===== src/rtl/sgdma_pkg.sv =====
package sgdma_pkg;

    typedef enum logic [2:0] {
        ST_IDLE,
        ST_HDR0,
        ST_HDR1,
        ST_HDR2,
        ST_HDR3,
        ST_PAY
    } eng_st_e;

    // request header type codes
    localparam logic [7:0] FT_WR32 = 8'h40;
    localparam logic [7:0] FT_WR64 = 8'h60;

    localparam logic [3:0] BE_ALL  = 4'hF;
    localparam logic [3:0] BE_NONE = 4'h0;

endpackage


===== src/rtl/sgdma_desc_fifo.sv =====
module sgdma_desc_fifo #(
    parameter int DEPTH = 16,
    parameter int WIDTH = 80
) (
    input  logic             clk,
    input  logic             rst_n,
    input  logic             push,
    input  logic [WIDTH-1:0] wdata,
    input  logic             pop,
    output logic [WIDTH-1:0] rdata,
    output logic             empty,
    output logic             full
);
    localparam int PTR_W = (DEPTH > 1) ? $clog2(DEPTH) : 1;
    localparam int CNT_W = $clog2(DEPTH + 1);
    localparam logic [PTR_W-1:0] LAST_PTR = PTR_W'(DEPTH - 1);

    typedef struct packed {
        logic [PTR_W-1:0] wp;
        logic [PTR_W-1:0] rp;
        logic [CNT_W-1:0] cnt;
    } fifo_st_t;

    fifo_st_t         q, d;
    logic [WIDTH-1:0] mem [DEPTH];
    logic             do_push, do_pop;

    assign empty   = (q.cnt == '0);
    assign full    = (q.cnt == CNT_W'(DEPTH));
    assign do_push = push && !full;
    assign do_pop  = pop && !empty;
    assign rdata   = mem[q.rp];

    always_comb begin
        d = q;
        if (do_push) d.wp = (q.wp == LAST_PTR) ? '0 : q.wp + 1'b1;
        if (do_pop)  d.rp = (q.rp == LAST_PTR) ? '0 : q.rp + 1'b1;
        case ({do_push, do_pop})
            2'b10:   d.cnt = q.cnt + 1'b1;
            2'b01:   d.cnt = q.cnt - 1'b1;
            default: d.cnt = q.cnt;
        endcase
    end

    always_ff @(posedge clk or negedge rst_n) begin
        if (!rst_n) q <= '0;
        else        q <= d;
    end

    always_ff @(posedge clk) begin
        if (do_push) mem[q.wp] <= wdata;
    end

endmodule


===== src/rtl/sgdma_req_split.sv =====
module sgdma_req_split #(
    parameter int LEN_W  = 16,
    parameter int MAX_DW = 32
) (
    input  logic [11:2]      addr_lo,
    input  logic [LEN_W-3:0] rem_dw,
    output logic [LEN_W-1:0] req_dw
);
    logic [LEN_W-1:0] to_page, rem_x, cap;

    always_comb begin
        to_page = LEN_W'(11'd1024 - {1'b0, addr_lo});
        rem_x   = {2'b00, rem_dw};
        cap     = LEN_W'(MAX_DW);
        req_dw  = rem_x;
        if (cap < req_dw)     req_dw = cap;
        if (to_page < req_dw) req_dw = to_page;
    end

endmodule


===== src/rtl/sgdma_wr_engine.sv =====
module sgdma_wr_engine
    import sgdma_pkg::*;
#(
    parameter int LEN_W             = 16,
    parameter int MAX_PAYLOAD_BYTES = 128,
    parameter int DESC_DEPTH        = 16
) (
    input  logic             clk,
    input  logic             rst_n,
    input  logic             desc_wr_valid,
    input  logic [63:0]      desc_wr_addr,
    input  logic [LEN_W-1:0] desc_wr_len,
    output logic             desc_err,
    input  logic             src_valid,
    input  logic [31:0]      src_data,
    output logic             src_ready,
    output logic             tlp_valid,
    output logic [31:0]      tlp_data,
    output logic             tlp_sop,
    output logic             tlp_eop,
    input  logic             tlp_ready,
    output logic             irq
);
    localparam int MAX_DW = MAX_PAYLOAD_BYTES / 4;
    localparam int DESC_W = 64 + LEN_W;

    typedef struct packed {
        eng_st_e          st;
        logic [63:0]      addr;
        logic [LEN_W-1:0] rem;
        logic [LEN_W-1:0] left;
        logic             irq;
        logic             err;
    } eng_t;

    eng_t q, d;

    logic              desc_ok, q_empty, q_full, q_pop;
    logic [DESC_W-1:0] q_rdata;
    logic [LEN_W-1:0]  req_dw;
    logic              wide;
    logic [3:0]        last_be;

    assign desc_ok = (desc_wr_addr[1:0] == 2'b00) && (desc_wr_len[1:0] == 2'b00)
                   && (desc_wr_len != '0);
    assign q_pop   = (q.st == ST_IDLE) && !q_empty;

    sgdma_desc_fifo #(.DEPTH(DESC_DEPTH), .WIDTH(DESC_W)) u_queue (
        .clk   (clk),
        .rst_n (rst_n),
        .push  (desc_wr_valid && desc_ok),
        .wdata ({desc_wr_addr, desc_wr_len}),
        .pop   (q_pop),
        .rdata (q_rdata),
        .empty (q_empty),
        .full  (q_full)
    );

    sgdma_req_split #(.LEN_W(LEN_W), .MAX_DW(MAX_DW)) u_split (
        .addr_lo (q.addr[11:2]),
        .rem_dw  (q.rem[LEN_W-1:2]),
        .req_dw  (req_dw)
    );

    assign wide    = |q.addr[63:32];
    assign last_be = (req_dw == LEN_W'(1)) ? BE_NONE : BE_ALL;

    // output word selection
    always_comb begin
        tlp_valid = 1'b0;
        tlp_data  = '0;
        tlp_sop   = 1'b0;
        tlp_eop   = 1'b0;
        src_ready = 1'b0;
        case (q.st)
            ST_HDR0: begin
                tlp_valid = 1'b1;
                tlp_sop   = 1'b1;
                tlp_data  = {wide ? FT_WR64 : FT_WR32, 14'd0, req_dw[9:0]};
            end
            ST_HDR1: begin
                tlp_valid = 1'b1;
                tlp_data  = {24'd0, last_be, BE_ALL};
            end
            ST_HDR2: begin
                tlp_valid = 1'b1;
                tlp_data  = wide ? q.addr[63:32] : {q.addr[31:2], 2'b00};
            end
            ST_HDR3: begin
                tlp_valid = 1'b1;
                tlp_data  = {q.addr[31:2], 2'b00};
            end
            ST_PAY: begin
                tlp_valid = src_valid;
                tlp_data  = src_data;
                tlp_eop   = (q.left == LEN_W'(1));
                src_ready = tlp_ready;
            end
            default: ;
        endcase
    end

    // next-state computation
    always_comb begin
        d     = q;
        d.irq = 1'b0;
        d.err = desc_wr_valid && (!desc_ok || q_full);
        case (q.st)
            ST_IDLE: if (!q_empty) begin
                d.addr = q_rdata[DESC_W-1:LEN_W];
                d.rem  = q_rdata[LEN_W-1:0];
                d.st   = ST_HDR0;
            end
            ST_HDR0: if (tlp_ready) begin
                d.left = req_dw;
                d.st   = ST_HDR1;
            end
            ST_HDR1: if (tlp_ready) d.st = ST_HDR2;
            ST_HDR2: if (tlp_ready) d.st = wide ? ST_HDR3 : ST_PAY;
            ST_HDR3: if (tlp_ready) d.st = ST_PAY;
            ST_PAY: if (src_valid && tlp_ready) begin
                d.left = q.left - 1'b1;
                if (q.left == LEN_W'(1)) begin
                    d.addr = q.addr + 64'({req_dw, 2'b00});
                    d.rem  = q.rem - {req_dw[LEN_W-3:0], 2'b00};
                    if (d.rem == '0) begin
                        d.st  = ST_IDLE;
                        d.irq = q_empty;
                    end else begin
                        d.st  = ST_HDR0;
                    end
                end
            end
            default: d.st = ST_IDLE;
        endcase
    end

    always_ff @(posedge clk or negedge rst_n) begin
        if (!rst_n) q <= '0;
        else        q <= d;
    end

    assign irq      = q.irq;
    assign desc_err = q.err;

endmodule


===== config.mk =====
export PLATFORM = sky130hd
export DESIGN_NAME = sgdma_wr_engine
export DESIGN_NICKNAME = d
export VERILOG_FILES = /design/src/rtl/sgdma_pkg.sv /design/src/rtl/sgdma_desc_fifo.sv /design/src/rtl/sgdma_req_split.sv /design/src/rtl/sgdma_wr_engine.sv
export SDC_FILE = /design/constraint.sdc
export NUM_CORES = 1
export LEC_CHECK = 0
export BUFFER_PORTS_ARGS = -buffer_cell sky130_fd_sc_hd__buf_2
export CELL_PAD_IN_SITES_DETAIL_PLACEMENT = 0
export CELL_PAD_IN_SITES_GLOBAL_PLACEMENT = 1
export CORE_UTILIZATION = 31
export CTS_CLUSTER_SIZE = 10
export DETAILED_ROUTE_END_ITERATION = 16
export GPL_ROUTABILITY_DRIVEN = 0
export PLACE_DENSITY = 0.5
export SLEW_MARGIN = 20
export SYNTH_ARGS = -nofsm -noshare
export SYNTH_HDL_FRONTEND = slang
export SYNTH_SLANG_ARGS = --single-unit
export TNS_END_PERCENT = 50

===== constraint.sdc =====
create_clock -name clk -period 17.73 [get_ports clk]
set_clock_uncertainty 0.1 [all_clocks]
set_input_delay 0 -clock clk [delete_from_list [all_inputs] [get_ports clk]]
set_output_delay 0 -clock clk [all_outputs]
set_load 0.03 [all_outputs]

==> flow_summary_export.csv, run 1 <==
group,metric,value,unit
finish,final_core_util,0.3670,
critical_path,endpoint_kind,"flip-flop",
finish,drive_above_1_share,0.2459,
power,clockPowerShare,0.285,
power,seq_power_share,0.375,
drt,drtIter0Drc,2981,
die,fp.dieW,431.2,um
drt,via_per_inst,5.271,
critical_path,worst_r2r_path_depth,22,
placement,numPortBuffers,154,
drt,detail_route.wl_per_cell,29.54,um
synthesis,syn_area_per_cell,18.26,um^2
sta,period_minus_slack,7.872,ns
synthesis,synth_area,57090,um^2
synthesis,synthDistinctLibCells,96,
placement,dp.final_hpwl,106400,um
clock_network,cts_hold_buffers,138,
synthesis,synth_edf_count,1248,
power,cellLeakagePower,21.77,nW
clock_network,clk_path_buf_depth,3,
clock_network,post-cts-setup-buffer-count,0,
synthesis,ys_seq_elements,1360,
grt,grt_max_degree,131,
drt,drc,0,
sta,setup_viol,0,
sta,tightest_slew,1.134,ns
run,maxCapViolations,0,
drt,dr.pass1.iters,6,
grt,overflow,0,
critical_path,timing.rr.end,"q[98]",
finish,syn_to_final_growth,17.70,%
placement,placedCellCount,5636,
critical_path,worstPathMaxFanout,16,
power,combPwrFrac,0.340,
grt,grt_antenna_before_repair,14,
critical_path,cp-start-kind,"flip-flop",
clock_network,cts_resized,0,
drt,ant_nets,0,
finish,final_area,67200,um^2
clock_network,clk_latency,0.83,ns
synthesis,synth_cells,3126,
sta,grt_setup_unrepaired,"false",
die,io_pins,155,
hold_path,hp-class,"in2reg",
drt,totalWireLength,178200,um
critical_path,critical_path_class,"reg2reg",
critical_path,required,18.29,ns
die,rows,157,
clock_network,ctsHtreeMaxLevel,4,
placement,dpl_cell_area,61020,um^2
sta,max_slew_margin,0.2437,
critical_path,rr_startpoint,"q[37]",
die,initial_core_util,0.3118,
sta,period_share,0.4440,
grt,track_usage,0.1923,
die,die_area,185900,um^2
synthesis,async_flop_share,0.08235,
power,power.share.switching,0.3557,
finish,final_cell_mix,"1248 x edfxtp_1, 390 x mux4_2, 161 x nand2_1, 161 x clkbuf_16, 153 x buf_2",
sta,final.setup.tns,0,ns
clock_network,clk_pin_slew_worst_paths,0.06,ns
drt,via_count,31810,
power,ir_drop,0.1014,mV
power,netSwitchingPower,3.805,mW
finish,stdcell_count,6035,
synthesis,synth-seq-area-share,0.7055,
sta,fmax,127.0,MHz
clock_network,clock-sinks,1360,
clock_network,cts_buffers,161,
critical_path,cp.arrival,8.43,ns
hold_path,min_to,"u_queue.mem[4][77]",
clock_network,cts-root-buf,"clkbuf_16",
run_status,outcome,"complete, no violations",
hold_path,hold_start,"desc_wr_addr[61]",
critical_path,rrSetupSlack,9.86,ns
synthesis,synth_flop_cell,"edfxtp_1",
sta,maxSlewViolCount,0,
power,internal_power,6.890,mW
clock_network,cts_tree,"built",
synthesis,ys_warn_count,0,
grt,first_global_vias,32920,
die,die_h,431.2,um
hold_path,holdPathStages,2,
power,powerDensity,159.2,nW/um^2
sta,hold_viol,0,
die,coreArea,183100,um^2
grt,grt_pass1_wl,253900,um
finish,final_nets,3627,
finish,layout_commonest_cell,"edfxtp_1",
[state kept, by name, indices dropped and copies added, names as in the netlist]
name         flops
desc_err         1
u_queue.q       13
u_queue.mem   1248
irq              1
q               97
[per-layer routing]
layer  vias to the layer above  part of all wire  track usage
li1                      13660                 -            -
met1                     17140              0.42       0.2489
met2                       763              0.51       0.3269
met3                       246             0.036      0.02764
met4                         6             0.036      0.07129
met5                         -           0.00016            0
[area by class of cell]
type                            instances  area [um^2]
Antenna cell                            5        12.51
Clock buffer                          223         4282
Clock inverter                         33        471.7
Fill cell                           17190       115900
Inverter                               82        307.8
Multi-Input combinational cell       1497        15950
Sequential cell                      1360        40290
Tap cell                             2464         3083
Timing Repair Buffer                  371         2801
[Yosys cell counts (9+ instances only)]
| cell | number | area, um^2 |
|---|---|---|
| edfxtp_1 | 1248 | 37480 |
| mux4_2 | 390 | 8783 |
| nand2_1 | 163 | 611.8 |
| clkbuf_1 | 140 | 525.5 |
| dfrtp_1 | 112 | 2803 |
| nor2_1 | 102 | 382.9 |
| o21ai_0 | 102 | 510.5 |
| a21oi_1 | 84 | 420.4 |
| inv_1 | 80 | 300.3 |
| nand3_1 | 60 | 300.3 |
| nor3_1 | 47 | 235.2 |
| buf_1 | 43 | 161.4 |
| ha_1 | 36 | 450.4 |
| and3_1 | 34 | 212.7 |
| o211ai_1 | 31 | 232.7 |
| nand4_1 | 30 | 187.7 |
| nor4_1 | 29 | 181.4 |
| a222oi_1 | 27 | 270.3 |
| xnor2_1 | 22 | 192.7 |
| a31oi_1 | 20 | 125.1 |
| and2_1 | 15 | 93.84 |
| a21o_1 | 14 | 105.1 |
| a221oi_1 | 13 | 113.9 |
| and4_1 | 12 | 105.1 |
| o311ai_0 | 12 | 105.1 |
| a211oi_1 | 11 | 82.58 |
| o31ai_1 | 10 | 75.07 |
| a211o_1 | 9 | 78.83 |
| buf_2 | 9 | 45.04 |
| o22ai_1 | 9 | 56.30 |
[power groups by stage]
stage | registers (mW) | logic (mW) | clock network (mW)
final | 4.01 | 3.64 | 3.05
after global routing | 4.03 | 3.91 | 3.25
after CTS | 4.01 | 3.70 | 3.14
after detailed placement | 4.07 | 3.66 | 0
after global placement | 4.07 | 3.68 | 0
after floorplan | 3.80 | 2.60 | 0
[critical path: stages (launching register included)]
cell	delay (ns)
dfrtp_1	0.47
inv_1	0.18
ha_1	0.36
or3b_2	0.55
nor3_1	0.45
nor2_1	0.23
ha_1	0.26
a21o_1	0.19
a21o_1	0.22
o21ai_2	0.57
nor2_1	0.38
o21ai_0	0.87
ha_1	0.37
inv_1	0.06
ha_1	0.22
nor4b_1	0.34
a31oi_1	0.12
a211oi_2	0.49
o211ai_1	0.25
a211oi_1	0.25
o2111ai_1	0.14
nor4_1	0.49
o21ai_1	0.14
[kinds of logic (layout without fill, tap and decap cells)]
kind of cell    Yosys count  count (layout)  synth area share
simple gates            553             553           0.04907
compound gates          462             462           0.05689
fa+ha+maj                41              41          0.008941
xor+xnor                 32              32          0.005391
mux                     399             399            0.1555
flops                  1360            1360            0.7055
buf+inv                 277             709           0.01863
other cells               2              15         0.0001315
[worst max-delay path by stage]
stage,from,endpoint,slack [ns]
detailed placement,q[37],q[98],9.93
finish,q[37],q[98],9.86
global route,q[37],q[98],9.23
CTS,q[36],q[98],9.89
global placement,q[36],q[98],10.12
floorplan,u_queue.q[0],u_queue.mem[3][0],10.56
[metrics by stage]
step	worst slack [ns]	hold slack, ns	power [mW]
after floorplan	10.56	-0.3956	6.401
after global placement	10.12	-0.03439	7.752
after detailed placement	9.933	-0.04106	7.735
after CTS	9.888	0.00006839	10.85
after global routing	9.231	0.03767	11.19
final	9.858	0.07116	10.69
Power figures use the tool's default switching activity.
==> inputs of run 2 (changes only) <==
==> constraint.sdc (replaced) <==
create_clock -name clk -period 7.4 [get_ports clk]
set_clock_uncertainty 0.1 [all_clocks]
set_input_delay 0 -clock clk [delete_from_list [all_inputs] [get_ports clk]]
set_output_delay 0 -clock clk [all_outputs]
set_load 0.03 [all_outputs]
==> flow_summary_export.csv, run 2 (synthesis results as in run 1) <==
group,metric,value,unit
sta,setup_viol,0,
critical_path,crit_chain,"inv_1 -> ha_1 -> or3b_2 -> nor3_1 -> nor2_1 -> ha_1 -> nor3_1 -> o21bai_1 -> o21ai_2 -> buf_4 -> o21ai_1 -> and3_1 -> a21oi_1 -> ha_1 -> nor4b_1 -> a31oi_1 -> a211oi_2 -> o211ai_1 -> a211oi_1 -> o2111ai_1 -> nor4_1 -> o21ai_1",
sta,period_minus_slack,6.871,ns
clock_network,clk_path_buf_depth,3,
clock_network,cts_tree,"built",
drt,ant_nets,0,
sta,hold_viol,0,
finish,top_regs,"u_queue.mem x1248, q x97, u_queue.q x13",
drt,drtIter0Drc,2782,
die,rows,157,
power,cellLeakagePower,21.73,nW
die,coreArea,183100,um^2
sta,final.setup.tns,0,ns
finish,largest-register,"u_queue.mem",
critical_path,cp_common_cell,"ha_1",
clock_network,clk_latency,0.82,ns
finish,num-fill-cells,17180,
sta,fin_hold_ws,0.05454,ns
critical_path,endpoint_kind,"flip-flop",
grt,grt_antenna_before_repair,13,
finish,drive_above_1_share,0.2475,
die,io_pins,155,
critical_path,cp-start-kind,"flip-flop",
critical_path,slowest_stage,"o21ai_1",
critical_path,cp.arrival,7.44,ns
finish,area.sequential,40290,um^2
clock_network,clock-sinks,1360,
clock_network,cts_buffers,161,
grt,overflow,0,
drt,dr.pass1.iters,8,
critical_path,crit_path_max_incr_delay,0.55,ns
critical_path,cp_num_buf_inv,2,
sta,maxSlewViolCount,0,
sta,tightest_slew,0.9997,ns
die,initial_core_util,0.3118,
power,powerDensity,381.9,nW/um^2
sta,max_slew_margin,0.3274,
power,ir_drop,0.3033,mV
hold_path,hp-class,"in2reg",
finish,final_nets,3618,
finish,final_cell_mix,"1248 x edfxtp_1, 390 x mux4_2, 163 x clkbuf_16, 161 x nand2_1, 153 x buf_2",
sta,period_share,0.9285,
drt,drc,0,
die,fp.dieW,431.2,um
grt,grt_pass1_wl,253100,um
die,die_area,185900,um^2
critical_path,worstPathMaxFanout,15,
run,maxCapViolations,0,
critical_path,critical_path_class,"reg2reg",
drt,detail_route.wl_per_cell,29.41,um
sta,grt_setup_unrepaired,"false",
placement,dp.final_hpwl,102900,um
clock_network,clk_pin_slew_worst_paths,0.06,ns
finish,multiInputGateArea,15940,um^2
critical_path,path_delay_family,"simple AND/OR/NAND/NOR gates",
clock_network,cts-root-buf,"clkbuf_16",
clock_network,ctsHtreeMaxLevel,4,
finish,syn_to_final_growth,17.63,%
drt,via_count,31700,
clock_network,post-cts-setup-buffer-count,0,
finish,layout_commonest_cell,"edfxtp_1",
placement,numPortBuffers,154,
drt,totalWireLength,177200,um
drt,via_per_inst,5.263,
critical_path,required,7.96,ns
sta,fmax,145.5,MHz
grt,grt_max_degree,107,
finish,largest_reg_flops,1248,
die,die_h,431.2,um
grt,first_global_vias,32860,
run_status,outcome,"complete, no violations",
grt,track_usage,0.1915,
run 2: changes by cell type in the layout (fill, tap and decap cells not counted), moves of 2 or more:
cell / change
buf_12: +12
bufinv_16: -2
clkbuf_16: +2
clkinv_1: -2
inv_16: -4
clkinv_8: +4
dlygate4sd3_1: -10
clkinv_16: -3
clkbuf_8: +3
buf_4: -10
run 2: layer usage:
metal | global-route usage | routed length (um) | vias up
met4 | 0.06522 | 5547 | 6
li1 | - | - | 13650
met3 | 0.02778 | 5928 | 249
met5 | 0 | 34 | -
met1 | 0.2462 | 74620 | 17120
met2 | 0.3300 | 91040 | 679
run 2: worst paths after layout:
path | cells after the start | from | slack, ns | end
max | 22 | q[36] | 0.53 | q[98]
min | 2 | desc_wr_addr[10] | 0.05 | u_queue.mem[14][26]
max reg2reg | 22 | q[36] | 0.53 | q[98]
min reg2reg | 1 | q[16] | 0.37 | q[16]
max in group asynchronous | 4 | rst_n | 6.05 | u_queue.q[7]
min in group asynchronous | 4 | rst_n | 0.31 | q[9]
run 2: area by class of cell:
type | count | area share
sequential | 1360 | 0.6000
multi-input combinational | 1497 | 0.2374
clock buffer | 228 | 0.06511
tap | 2464 | 0.04591
timing repair buffer | 362 | 0.04227
clock inverter | 27 | 0.004639
inverter | 82 | 0.004583
antenna | 4 | 0.0001490
run 2: worst reg2reg max path: cells and delay by family (launching register included):
family	cells	cell delay (ns)
fa+ha+maj	3	0.92
simple gates	7	2.36
buf+inv	2	0.43
flops	1	0.52
compound gates	10	2.38
run 2: where the power goes:
group          internal [mW]  switching, mW
logic                   3.69           5.20
clock network           4.10           3.13
registers               8.74          0.791
total                   16.5           9.12
run 2: repair_timing:
item / 4_1_cts / 5_1_grt
hold buffers: 128 / 0
gates resized for setup: 0 / 1
setup endpoints to repair: 0 / 12
endpoints found under the hold margin: 1413 / 0
run 2: metrics by stage:
stage	cells	utilization	cell area, um^2	setup WS, ns	total power [mW]
5_1_grt	6023	0.3668	67160	0.01825	26.87
3_3_place_gp	5637	0.3341	61160	0.6536	18.67
4_1_cts	6020	0.3668	67150	0.5611	26.00
2_1_floorplan	3134	-	57120	0.2318	15.34
3_5_place_dp	5637	0.3341	61160	0.5922	18.62
6_report	6024	0.3668	67160	0.5293	25.65
